### src/rtl/irq_pkg.sv
package irq_pkg;
  typedef enum logic {BANK_STATUS = 1'b0, BANK_ENABLE = 1'b1} bank_e;

  function automatic int idx_bits(input int n);
    return (n <= 2) ? 1 : $clog2(n);
  endfunction

  function automatic int ceil_div(input int a, input int b);
    return (a + b - 1) / b;
  endfunction
endpackage

### src/rtl/irq_reg_decode.sv
module irq_reg_decode #(
  parameter int N_SRC = 10,
  parameter int REG_W = 4,
  parameter int N_REG = 3,
  parameter int IDX_W = 2
) (
  input  logic             wr_en,
  input  logic [IDX_W:0]   addr,
  input  logic [REG_W-1:0] wdata,
  output logic [N_SRC-1:0] clr,
  output logic [N_SRC-1:0] en_we,
  output logic [N_SRC-1:0] en_wd
);
  import irq_pkg::*;
  logic [N_REG-1:0] st_sel;
  logic [N_REG-1:0] en_sel;

  for (genvar r = 0; r < N_REG; r++) begin : g_reg
    logic hit;
    assign hit       = (addr[IDX_W-1:0] == IDX_W'(r));
    assign st_sel[r] = wr_en && hit && (bank_e'(addr[IDX_W]) == BANK_STATUS);
    assign en_sel[r] = wr_en && hit && (bank_e'(addr[IDX_W]) == BANK_ENABLE);
  end

  for (genvar b = 0; b < N_SRC; b++) begin : g_bit
    assign clr[b]   = st_sel[b / REG_W] & wdata[b % REG_W];
    assign en_we[b] = en_sel[b / REG_W];
    assign en_wd[b] = wdata[b % REG_W];
  end
endmodule

### src/rtl/irq_enable_bank.sv
module irq_enable_bank #(
  parameter int N_SRC = 10
) (
  input  logic             clk,
  input  logic             rst,
  input  logic [N_SRC-1:0] en_we,
  input  logic [N_SRC-1:0] en_wd,
  output logic [N_SRC-1:0] en
);
  for (genvar b = 0; b < N_SRC; b++) begin : g_en
    always_ff @(posedge clk) begin
      if (rst)          en[b] <= 1'b0;
      else if (en_we[b]) en[b] <= en_wd[b];
    end
  end

  AST_EN_WRITE_TAKES: assert property (@(posedge clk) disable iff (rst)
    !rst |=> (((en ^ $past(en_wd)) & $past(en_we)) == '0));
  AST_EN_HOLDS: assert property (@(posedge clk) disable iff (rst)
    !rst |=> (((en ^ $past(en)) & ~$past(en_we)) == '0));
endmodule

### src/rtl/irq_status_bank.sv
module irq_status_bank #(
  parameter int N_SRC = 10
) (
  input  logic             clk,
  input  logic             rst,
  input  logic [N_SRC-1:0] evt,
  input  logic [N_SRC-1:0] en,
  input  logic [N_SRC-1:0] clr,
  output logic [N_SRC-1:0] st,
  output logic             irq_q
);
  logic [N_SRC-1:0] set_v;
  logic [N_SRC-1:0] st_nxt;

  always_comb begin
    set_v  = evt & en;
    st_nxt = (st & ~clr) | set_v;
  end

  always_ff @(posedge clk) begin
    if (rst) begin
      st    <= '0;
      irq_q <= 1'b0;
    end else begin
      st    <= st_nxt;
      irq_q <= |st_nxt;
    end
  end

  AST_SET_WHEN_ENABLED: assert property (@(posedge clk) disable iff (rst)
    !rst |=> ((st & $past(evt & en)) == $past(evt & en)));
  AST_NO_SET_DISABLED: assert property (@(posedge clk) disable iff (rst)
    !rst |=> ((st & ~$past(st) & ~$past(evt & en)) == '0));
  AST_CLEAR_ONLY_BY_WRITE: assert property (@(posedge clk) disable iff (rst)
    !rst |=> ((~st & $past(st) & ~$past(clr)) == '0));
endmodule

### src/rtl/irq_read_mux.sv
module irq_read_mux #(
  parameter int N_SRC = 10,
  parameter int REG_W = 4,
  parameter int N_REG = 3,
  parameter int IDX_W = 2
) (
  input  logic             clk,
  input  logic             rst,
  input  logic             rd_en,
  input  logic [IDX_W:0]   addr,
  input  logic [N_SRC-1:0] st,
  input  logic [N_SRC-1:0] en,
  output logic [REG_W-1:0] rd_data
);
  localparam int W = N_REG * REG_W;
  logic [W-1:0]     st_w;
  logic [W-1:0]     en_w;
  logic [REG_W-1:0] sel;

  for (genvar b = 0; b < W; b++) begin : g_pad
    if (b < N_SRC) begin : g_impl
      assign st_w[b] = st[b];
      assign en_w[b] = en[b];
    end else begin : g_none
      assign st_w[b] = 1'b0;
      assign en_w[b] = 1'b0;
    end
  end

  always_comb begin
    sel = '0;
    for (int r = 0; r < N_REG; r++) begin
      if (addr[IDX_W-1:0] == IDX_W'(r))
        sel = addr[IDX_W] ? en_w[r*REG_W +: REG_W] : st_w[r*REG_W +: REG_W];
    end
  end

  always_ff @(posedge clk) begin
    if (rst)        rd_data <= '0;
    else if (rd_en) rd_data <= sel;
  end

  AST_RD_HOLD: assert property (@(posedge clk) disable iff (rst)
    !rd_en |=> $stable(rd_data));
endmodule

### src/rtl/irq_ctrl_top.sv
module irq_ctrl_top #(
  parameter int N_SRC = 10,
  parameter int REG_W = 4,
  localparam int N_REG  = irq_pkg::ceil_div(N_SRC, REG_W),
  localparam int IDX_W  = irq_pkg::idx_bits(N_REG),
  localparam int ADDR_W = IDX_W + 1
) (
  input  logic              clk,
  input  logic              rst,
  input  logic [N_SRC-1:0]  evt_i,
  input  logic              wr_en,
  input  logic              rd_en,
  input  logic [ADDR_W-1:0] addr,
  input  logic [REG_W-1:0]  wdata,
  output logic [REG_W-1:0]  rd_data,
  output logic              irq_oe
);
  logic [N_SRC-1:0] clr;
  logic [N_SRC-1:0] en_we;
  logic [N_SRC-1:0] en_wd;
  logic [N_SRC-1:0] en;
  logic [N_SRC-1:0] st;

  irq_reg_decode #(.N_SRC(N_SRC), .REG_W(REG_W), .N_REG(N_REG), .IDX_W(IDX_W)) u_dec (
    .wr_en(wr_en), .addr(addr), .wdata(wdata),
    .clr(clr), .en_we(en_we), .en_wd(en_wd));

  irq_enable_bank #(.N_SRC(N_SRC)) u_en (
    .clk(clk), .rst(rst), .en_we(en_we), .en_wd(en_wd), .en(en));

  irq_status_bank #(.N_SRC(N_SRC)) u_st (
    .clk(clk), .rst(rst), .evt(evt_i), .en(en), .clr(clr),
    .st(st), .irq_q(irq_oe));

  irq_read_mux #(.N_SRC(N_SRC), .REG_W(REG_W), .N_REG(N_REG), .IDX_W(IDX_W)) u_rd (
    .clk(clk), .rst(rst), .rd_en(rd_en), .addr(addr),
    .st(st), .en(en), .rd_data(rd_data));

  AST_IRQ_TRACKS_STATUS: assert property (@(posedge clk) disable iff (rst)
    irq_oe == (st != '0));
  AST_SET_BEATS_CLEAR: assert property (@(posedge clk) disable iff (rst)
    ((evt_i & en & clr) != '0) |=> irq_oe);
endmodule

### config.mk
export PLATFORM = sky130hd
export DESIGN_NAME = irq_ctrl_top
export DESIGN_NICKNAME = d
export VERILOG_FILES = /design/src/rtl/irq_pkg.sv /design/src/rtl/irq_reg_decode.sv /design/src/rtl/irq_enable_bank.sv /design/src/rtl/irq_status_bank.sv /design/src/rtl/irq_read_mux.sv /design/src/rtl/irq_ctrl_top.sv
export SDC_FILE = /design/constraint.sdc
export NUM_CORES = 1
export LEC_CHECK = 0
export BUFFER_PORTS_ARGS = -buffer_cell sky130_fd_sc_hd__buf_2
export CAP_MARGIN = 0
export CELL_PAD_IN_SITES_DETAIL_PLACEMENT = 0
export CELL_PAD_IN_SITES_GLOBAL_PLACEMENT = 1
export CORE_MARGIN = 1
export CORE_UTILIZATION = 40
export CTS_BUF_LIST = sky130_fd_sc_hd__clkbuf_8 sky130_fd_sc_hd__clkbuf_16
export DETAILED_ROUTE_END_ITERATION = 16
export PLACE_DENSITY_LB_ADDON = 0.15
export SLEW_MARGIN = 20
export SYNTH_ARGS = -nofsm -noshare
export SYNTH_HDL_FRONTEND = slang
export SYNTH_SLANG_ARGS = --single-unit
### constraint.sdc
create_clock -name clk -period 2.6 [get_ports clk]
set_input_delay 0 -clock clk [delete_from_list [all_inputs] [get_ports clk]]
set_output_delay 0 -clock clk [all_outputs]
set_load 0.01 [all_outputs]
==> flow_summary.ini, run 1 <==
[critical_path]
crit_chain = a222oi_1 > nand3_1 > nor4b_2 > a41oi_1
critPathArrivalTime_ps = 1520
critPathKind = register to register
cp_slowest_stage_delay_ps = 370
cp-end-kind = register
critPathRequiredTime_ps = 2740
crit_slowest_cell = a222oi_1
cp-start-kind = register
r2r_setup_slack_ps = 1220
crit_path_max_fanout = 4

[placed_design]
place.port_buffers = 25
numPlacedInstances = 188
dpl_worst_slack_ps = 1230
place_congestion = 0.923
hpwlAfterDp_um = 2170

[global_route]
grt_pass1_vias = 1040
grt_pass1_wl_um = 4910
grt.met2_usage_pct = 29.9
antenna_found_initial = 0
use_met3_pct = 4.38
grt_max_degree = 26
grt_overflow = 0
grt.total_usage_pct = 20.1
grt_util_met1_pct = 27.5
grt.busiest_layer = met2

[timing]
fin_crit_ps = 1380
timing.final.crit_share_pct = 52.9
setup_tns_ps = 0
hold_violations = 0
fmax_mhz = 727
whs_ps = 9.25
finClkSkew_ps = 3.60
finalMaxSlewViolations = 0
worst_pin_slew_ps = 555
rsz0062_at_grt = no
setup_viol = 0
fin_ws_ps = 1220
maxSlewHeadroom_pct = 62.8

[cells_and_area]
drive_above_1_share_pct = 21.3
area_growth_pct = 17.1
final_util_pct = 50.2
final_cell_mix = buf_2, dfxtp_1, nor2_1
fin_nets = 186
final_cells = 195
num-fill-cells = 290
insertedDiodeCount = 0

[clock_tree]
clk_pin_slew_worst_paths_ps = 90
numCtsBuffers = 3
cts_buffer_depth = 2
htreeDepth = 1
cts-root-buf = clkbuf_8
cts_setup_buffers = 0
cts_tree = done
cts.sinks = 25
postCtsResizedCells = 0
clk_latency_ps = 270

[logic_synthesis]
yosysWarnings = 0
syn_inst = 138
synth_top_area_share_pct = 41.9
synth.largest_area_cell = dfxtp_1
synthAdderAreaFrac_pct = 0
netlist_area_mm2 = 0.00119
synth_cell_types = 28
muxShareOfSynthArea_pct = 11.3
synth-seq-cells = 25
synth_fp_nets = 159
avgSynthCellArea_um2 = 8.65
synthSimpleGateAreaFrac_pct = 23.4
synthXorXnorAreaFrac_pct = 0
synth_top_family_by_area = simple AND/OR/NAND/NOR gates
ys_top_cells_by_area = dfxtp_1, mux2i_1, nor2_1
ys_seq_area_share_pct = 41.9
synth_compound_area_share_pct = 19.2

[floorplanning]
fp.dieH_um = 56.6
initial_core_util_pct = 42.9
design.core.area_mm2 = 0.00278
dieArea_mm2 = 0.00321
pin_count = 26
rows = 19
die_x_um = 56.6

[job]
maxCapViolCount = 0

[detailed_routing]
routed_via_density = 5.57
first_pass_iters = 5
routed-via-count = 1086
drc_errors = 0
ant_nets = 0
drt-total-wl_um = 2920
drt_iter0_drc = 49
wl_per_cell_um = 14.9

[run_status]
outcome = completed

[power]
peakVddDrop_v = 0.000347
p_leak_nw = 0.561
power_density_mw_per_mm2 = 519

[worst_hold_path]
worst_hold_path_type = input port to register
[per-stage QoR]
| stage | power, mW | cell area [µm²] |
|---|---|---|
| 4_1_cts | 0.737 | 1400 |
| 6_report | 0.726 | 1400 |
| 3_5_place_dp | 0.499 | 1320 |
| 5_1_grt | 0.764 | 1400 |
| 3_3_place_gp | 0.498 | 1320 |
| 2_1_floorplan | 0.465 | 1190 |
[critical path, delay by kind of cell, from the launching register on]
family / cells / cell delay [ps]
compound gates: 2 / 510
flops: 1 / 340
simple gates: 2 / 400
[metal layers]
layer | routed length (µm) | vias to the layer above
li1 | - | 546
met1 | 1330 | 499
met2 | 1370 | 34
met3 | 160 | 7
met4 | 54 | 0
met5 | 0 | -
[area by class of cell]
class	instances	area [µm²]	share of cell area, %
Multi-Input combinational cell	103	643	46.0
Sequential cell	25	500	35.8
Timing Repair Buffer	28	155	11.1
Clock buffer	3	41.3	2.95
Tap cell	31	38.8	2.78
Inverter	4	15.0	1.07
Clock inverter	1	3.75	0.269
[power breakdown]
part | leakage [nW] | switching [mW] | internal [mW] | total (mW)
logic | 0.331 | 0.0507 | 0.0412 | 0.0919
registers | 0.202 | 0.00702 | 0.394 | 0.401
clock network | 0.0269 | 0.127 | 0.106 | 0.233
total | 0.561 | 0.185 | 0.541 | 0.726
[final timing paths]
kind,start,endpoint,cells past startpoint
max reg2reg,u_st.st[0],u_st.irq_q,4
min reg2reg,u_rd.rd_data[0],u_rd.rd_data[0],2
max,u_st.st[0],u_st.irq_q,4
min,evt_i[4],u_st.st[4],3
[Yosys cell counts]
cell and number:
nand2_1 16, mux2i_1 9, buf_6 1, nor2b_1 4, nand3_1 3, buf_2 1, o21ai_0 6, and2b_1 1
dfxtp_1 25, nor3_2 1, buf_4 1, a222oi_1 1, nand4_1 2, o211ai_1 4, nor4b_2 1, buf_1 1
nand2b_1 2, nor3b_2 1, a22oi_1 10, inv_2 1, inv_1 3, clkbuf_1 2, and2_2 1, a41oi_1 1
nand4bb_1 2, nor2_1 21, a21oi_1 15, mux4_2 2
[registers in the layout, indices dropped and copies added, names as in the netlist]
signal	count
u_st.irq_q	1
u_st.st	10
u_en.en	10
u_rd.rd_data	4
[logic make-up after synthesis]
logic type | count (synthesis)
AND/OR/NAND/NOR | 55
buffers and inverters | 10
flip-flops | 25
multiplexers | 11
AO/OA/AOI/OAI | 37
[what timing repair did]
| action | CTS | global route |
|---|---|---|
| setup endpoints to repair | 0 | 0 |
| hold buffers | 3 | 0 |
| endpoints found under the hold margin | 4 | 0 |
No activity file was read; power rests on OpenSTA's default activity.
==> run 2: changes to the inputs <==
--- a/config.mk
+++ b/config.mk
@@ -10,7 +10,7 @@
 export CELL_PAD_IN_SITES_DETAIL_PLACEMENT = 0
 export CELL_PAD_IN_SITES_GLOBAL_PLACEMENT = 1
 export CORE_MARGIN = 1
-export CORE_UTILIZATION = 40
+export CORE_UTILIZATION = 39
 export CTS_BUF_LIST = sky130_fd_sc_hd__clkbuf_8 sky130_fd_sc_hd__clkbuf_16
 export DETAILED_ROUTE_END_ITERATION = 16
 export PLACE_DENSITY_LB_ADDON = 0.15
==> constraint.sdc (replaced) <==
create_clock -name clk -period 1.3 [get_ports clk]
set_input_delay 0 -clock clk [delete_from_list [all_inputs] [get_ports clk]]
set_output_delay 0 -clock clk [all_outputs]
set_load 0.01 [all_outputs]
==> run 2 against run 1 <==
The flow now finishes with violations (DRC, setup timing). Critical path type unchanged. Highest routed layer unchanged. Non-clock buffer count grew 13. Global-route usage grew 1.5 points. Sequential share of layout area shrank 2.3 points. Clock-buffer cell count is the same.
==> flow_summary.ini, run 2 (same netlist as run 1, synthesis figures left out) <==
[power]
net-switching-power_uw = 377
p_leak_nw = 0.629
peakVddDrop_v = 0.000544
pwr-share-clk_pct = 31.5
combinationalPowerShare_pct = 14.2
power_density_mw_per_mm2 = 985
finalPower_mw = 1.47
switching_share_pct = 25.6
seq_power_share_pct = 54.3
p_int_mw = 1.10

[timing]
rsz0062_at_grt = yes
fin_ws_ps = -32.7
hold_violations = 0
setup_viol = 1
worst_pin_slew_ps = 476
finClkSkew_ps = 1.71
fin_crit_ps = 1330
finalMaxSlewViolations = 0
timing.final.crit_share_pct = 103
maxSlewHeadroom_pct = 68.3
fmax_mhz = 750
setup_tns_ps = -32.7

[floorplanning]
die_x_um = 57.3
design.core.area_mm2 = 0.00283
fp.dieH_um = 57.3
pin_count = 26
dieArea_mm2 = 0.00329
rows = 19
initial_core_util_pct = 42.2

[cells_and_area]
fin_nets = 199
stdcell_area_mm2 = 0.00150
reg_top3 = u_en.en (10), u_st.st (10), u_rd.rd_data (4)
final_common_cell = buf_2
insertedDiodeCount = 0
num-fill-cells = 282
final_util_pct = 52.9
final_cell_mix = buf_2, dfxtp_1, nor2_1
area_growth_pct = 25.3
drive_above_1_share_pct = 29.4
final_cells = 208

[run_status]
outcome = complete, but fails checks
violations = DRC, setup timing

[detailed_routing]
drt-total-wl_um = 3210
routed_via_density = 5.64
ant_nets = 0
routed-via-count = 1173
first_pass_iters = 10
drc_errors = 2
wl_per_cell_um = 15.4
drt_iter0_drc = 43

[clock_tree]
clk_latency_ps = 270
numCtsBuffers = 3
cts_setup_buffers = 0
htreeDepth = 1
cts.sinks = 25
cts-root-buf = clkbuf_8
clk_pin_slew_worst_paths_ps = 90
cts_buffer_depth = 2
cts_tree = done

[critical_path]
r2r_setup_slack_ps = -30
critPathArrivalTime_ps = 1470
cp-start-kind = register
rr_worst_depth = 4
r2r_end = u_st.irq_q
critPathKind = register to register
cp-endpoint = u_st.irq_q
startpoint = u_st.st[0]
crit_path_max_fanout = 2
regToRegStartpoint = u_st.st[0]
cp-end-kind = register
critPathRequiredTime_ps = 1440

[worst_hold_path]
worst_hold_path_type = input port to register
hold_depth = 3

[placed_design]
numPlacedInstances = 203
dpl_cell_area_mm2 = 0.00144
place_congestion = 0.842
hpwlAfterDp_um = 2420
place.port_buffers = 25

[global_route]
antenna_found_initial = 0
grt_max_degree = 26
grt_pass1_wl_um = 5400
grt.total_usage_pct = 21.6
grt_overflow = 0
grt_pass1_vias = 1127

[job]
maxCapViolCount = 0
## run 2: cell type report
| cell class | count | area [µm²] | area share, % |
|---|---|---|---|
| Multi-Input combinational cell | 103 | 647 | 43.3 |
| Sequential cell | 25 | 502 | 33.6 |
| Timing Repair Buffer | 41 | 248 | 16.6 |
| Clock buffer | 3 | 41.3 | 2.76 |
| Tap cell | 31 | 38.8 | 2.59 |
| Inverter | 4 | 15.0 | 1.00 |
| Clock inverter | 1 | 3.75 | 0.251 |
## run 2: stage by stage
stage / hold WS (ps) / worst slack, ps
CTS: 4.07 / -32.6
floorplan: 144 / 70.3
global placement: 269 / -33.1
finish: 2.15 / -32.7
detailed placement: 277 / -40.6
global route: 19.7 / -141
## run 2: worst min-delay path by stage
stage,from,to,slack (ps)
floorplan,wdata[2],u_en.en[6],140
CTS,wdata[3],u_en.en[3],4
finish,wdata[3],u_en.en[3],2
detailed placement,wdata[2],u_en.en[6],280
global placement,wdata[3],u_en.en[3],270
global route,wdata[3],u_en.en[3],20
## run 2: what timing repair did
item / CTS / global route
pin swaps: 1 / 0
resized for setup: 0 / 2
hold buffers: 1 / 0
endpoints found under the hold margin: 1 / 0
setup endpoints to repair: 1 / 2
## run 2: power by group through the flow
| stage | registers [mW] | logic, mW | clock network, mW |
|---|---|---|---|
| 2_1_floorplan | 0.820 | 0.109 | 0 |
| 3_3_place_gp | 0.818 | 0.202 | 0 |
| 3_5_place_dp | 0.818 | 0.205 | 0 |
| 4_1_cts | 0.800 | 0.208 | 0.467 |
| 5_1_grt | 0.803 | 0.231 | 0.508 |
| 6_report | 0.800 | 0.208 | 0.464 |
## run 2: per-layer routing
layer	wire length [µm]	track usage (%)	vias to the layer above	share of wire (%)
met5	0	0	-	0
met4	21	5.57	0	0.65
met3	173	4.54	2	5.4
met2	1560	36.0	34	49
met1	1450	28.7	564	45
li1	-	-	573	-
## run 2: critical path: stages (launching register included)
cell      delay [ps]
dfxtp_2          330
a222oi_1         330
nand3_1          130
nor4b_2          270
a41oi_1          130
